[src/rtl/uart_irq_combiner.sv]
module uart_irq_combiner #(
  parameter int SYNC_STAGES = 2
) (
  input  logic clk,
  input  logic rst_n,
  input  logic txe_flag,
  input  logic txi_flag,
  input  logic rxa_flag,
  input  logic rxo_flag,
  input  logic addr_hit,
  input  logic rx_pin,
  input  logic clk_off,
  input  logic en_txe,
  input  logic en_txi,
  input  logic en_rx,
  input  logic en_addr,
  input  logic en_wake,
  output logic irq_n
);

  localparam int LAST = SYNC_STAGES - 1;

  logic [LAST:0] rx_sync;
  logic          rx_last;
  logic          any_q;

  genvar g;
  generate
    for (g = 0; g < SYNC_STAGES; g++) begin : g_sync
      always_ff @(posedge clk or negedge rst_n) begin
        if (!rst_n) rx_sync[g] <= 1'b1;
        else if (g == 0) rx_sync[g] <= rx_pin;
        else rx_sync[g] <= rx_sync[(g == 0) ? 0 : g - 1];
      end
    end
  endgenerate

  always_ff @(posedge clk or negedge rst_n) begin
    if (!rst_n) rx_last <= 1'b1;
    else rx_last <= rx_sync[LAST];
  end

  wire rx_fall   = rx_last & ~rx_sync[LAST];
  wire tx_src    = (txe_flag & en_txe) | (txi_flag & en_txi);
  wire rx_src    = (rxa_flag | rxo_flag) & en_rx;
  wire addr_src  = addr_hit & en_addr;
  wire wake_src  = rx_fall & clk_off & en_wake & en_rx;
  wire any_src   = tx_src | rx_src | addr_src | wake_src;

  always_ff @(posedge clk or negedge rst_n) begin
    if (!rst_n) begin
      any_q <= 1'b0;
      irq_n <= 1'b1;
    end else begin
      any_q <= any_src;
      irq_n <= ~(any_src & ~any_q);
    end
  end

endmodule

[config.mk]
export PLATFORM = sky130hd
export DESIGN_NAME = uart_irq_combiner
export DESIGN_NICKNAME = d
export VERILOG_FILES = /design/src/rtl/uart_irq_combiner.sv
export SDC_FILE = /design/constraint.sdc
export NUM_CORES = 1
export LEC_CHECK = 0
export ABC_CLOCK_PERIOD_IN_PS = 2400
export CORE_AREA = 8 8 45 47
export DETAILED_ROUTE_END_ITERATION = 7
export DIE_AREA = 0 0 53 55
export DONT_BUFFER_PORTS = 1
export PLACE_DENSITY = 0.3
export SLEW_MARGIN = 40
export SYNTH_ARGS = -nofsm -noshare
export SYNTH_HDL_FRONTEND = slang
export SYNTH_SLANG_ARGS = --single-unit
[constraint.sdc]
create_clock -name clk -period 2.4 [get_ports clk]
set_input_delay 0.36 -clock clk [delete_from_list [all_inputs] [get_ports clk]]
set_output_delay 0.36 -clock clk [all_outputs]
set_load 0.02 [all_outputs]
==> reports/results.ini <==
[yosys]
synth_area_per_cell_um2 = 13.86
post-synth-top-count-cell = sky130_fd_sc_hd__dfstp_2
synth_common_cells = 4 x sky130_fd_sc_hd__dfstp_2, 2 x sky130_fd_sc_hd__nor2_1
ys_dominant_reg_cell = sky130_fd_sc_hd__dfstp_2
synth_cells = 13
yosysTopAreaCell = sky130_fd_sc_hd__dfstp_2
synth-seq-area-share = 0.7222
ys_warn_count = 0
synth_fp_nets = 27
syn_area_um2 = 180.2
synth_seq_cells = 5
synth_top_area_frac = 0.5833
post_synth_num_cell_types = 9
synth-async-reset-ratio = 1.000
synth_top_cells_by_area = sky130_fd_sc_hd__dfstp_2 58%, sky130_fd_sc_hd__dfrtp_1 14%, sky130_fd_sc_hd__a21bo_1 5.6%
synth_edf_count = 0

[clock_tree]
holdBufCountCts = 1
numClockSinks = 5
postCtsResizedCells = 0
cts_post_setup_buffers_inserted = 0
cts_tree = done
clock_latency_ns = 0.24
clock_tree.buffer_depth = 2
clock_tree.htree_level_count = 1
cts_made_buffers = 3
clockRootBuffer = sky130_fd_sc_hd__clkbuf_4
cts.reportedPaths.clkPinSlew_ns = 0.04

[setup_path]
rrSetupSlack_ns = 1.39
timing.reg2reg.worst_path_depth = 3
timing_worst_setup_path_type = reg2out
depth_of_the_critical_timing_path_with_buffers_and_inverters_included = 0
worstSetupStartpointType = register
reg2reg_from = rx_sync[1]
crit_path_start = irq_n
worstPathRequired_ns = 2.04
setup.worst_path.end = irq_n
worstReg2RegEnd = any_q
critPathMaxFanout = 1
end_kind = primary output
crit_arrival_ns = 0.81

[floorplan]
design.core.area_mm2 = 0.001384
floorplan.die.width_um = 53
placement_rows = 14
io_pins = 15
fp.dieArea_mm2 = 0.002915
floorplan.initialDensity = 0.1302
die-height_um = 55

[pwr]
p_leak_nw = 0.09563
power.total_mw = 0.2026
cell_area_power_density_mw_per_mm2 = 856.9
worst_ir_drop_vdd_mv = 0.1579

[sta]
worst_pin_slew_ns = 0.3683
setup_viol = 0
setup_total_negative_slack_ns = 0
worst_clock_skew_ns = 0.001197
final_hold_viol_count = 0
rsz0062_at_grt = no
timing.final.crit_period_ns = 1.170
worst_setup_slack_final_ns = 1.230
slew_headroom = 0.7545
finalMaxSlewViolations = 0
timing.fmax_ghz = 0.8549
final_min_period_over_clock_period = 0.4874

[grt]
grt_most_used_layer = met4
maximum_number_of_pins_on_one_net_before_global_route_repair = 6
globalRoute.totalOverflow = 0
grt_util_met3 = 0.03743
grt_pass1_vias = 116
use_met2 = 0.03125
met1_usage = 0.01840
global_route_wire_length_before_repair_um = 510
grt.total_usage = 0.03125
grt_antenna_before_repair = 0

[place]
gp_routability_congestion = 0.6036
port_buffers = 0
pre_cts_slack_ns = 1.264

[job]
max_cap_violations = 0

[detailed_routing]
routed_wl_um = 433
drcViolationCount = 0
dr_total_vias = 119
routed_wire_length_per_instance_um = 12.74
routed_via_count_divided_by_cell_count = 3.500
first_pass_iters = 4
drt_iter0_markers = 2
postRouteAntennaNets = 0

[cells_and_area]
nNetsFinal = 33
syn_to_final_growth_pct = 31.25
final_layout_size_suffix_gt1_frac = 0.3889
antenna_diode_count = 0

[hold_path]
hp-class = in2reg

[run_status]
outcome = completed

power by group:
| part | internal [mW] | leakage, nW | switching (mW) | total [mW] |
|---|---|---|---|---|
| Sequential | 0.0937 | 0.0524 | 0.00431 | 0.0980 |
| Combinational | 0.00516 | 0.0282 | 0.00436 | 0.00951 |
| Clock | 0.0627 | 0.0150 | 0.0324 | 0.0951 |
layout make-up:
type	instances	area [um2]
Fill cell	156	1147
Sequential cell	5	130.1
Multi-Input combinational cell	7	46.29
Clock buffer	4	26.28
Tap cell	16	20.02
Timing Repair Buffer	1	10.01
Inverter	1	3.754
how the worst min path moves through the flow:
stage	startpoint	end	depth (start not counted)
floorplan	rst_n	any_q	0
global placement	rst_n	any_q	0
detailed placement	rst_n	any_q	0
CTS	rx_pin	rx_sync[0]	0
global route	rx_pin	rx_sync[0]	0
finish	rx_pin	rx_sync[0]	0
per-stage QoR:
stage,cells,area [um2],hold WS (ns),util
2_1_floorplan,13,180.2,0.06441,-
3_3_place_gp,29,200.2,0.06466,0.1447
3_5_place_dp,29,200.2,0.06466,0.1447
4_1_cts,34,236.5,0.1052,0.1709
5_1_grt,34,236.5,0.09983,0.1709
6_report,34,236.5,0.1186,0.1709
cell families (layout without fill, tap and decap cells):
kind of cell | count (synthesis) | count (layout) | share of synthesized area
flops | 5 | 5 | 0.7222
simple gates | 4 | 4 | 0.1111
compound gates | 3 | 3 | 0.1459
buf+inv | 1 | 6 | 0.02081
sequential cells by signal, summed over array words and instances (netlist names):
name / count
rx_last: 1
rx_sync: 2
irq_n: 1
any_q: 1
cells in the final DEF (no fill, tap or decap), drive strengths merged:
cell	instances
nor2	2
dlygate4sd3	1
dfrtp	1
nand2	1
clkbuf	4
a31oi	1
dfstp	4
inv	1
nand4b	1
a222oi	1
a21bo	1
per-layer routing:
metal  wire length [um]  vias to the layer above  part of all wire
li1                   -                       56                 -
met1                 98                       54              0.23
met2                230                        7              0.53
met3                 99                        2              0.23
met4                  5                        0             0.012
met5                  0                        -                 0
worst register-to-register path: cells and delay by family, from the launching register on:
family / cells / cell delay [ns]
AOI/OAI and AO/OA: 1 / 0.19
DFF: 1 / 0.52
and+or+nand+nor: 2 / 0.18
No activity file was read; power rests on OpenSTA's default activity.
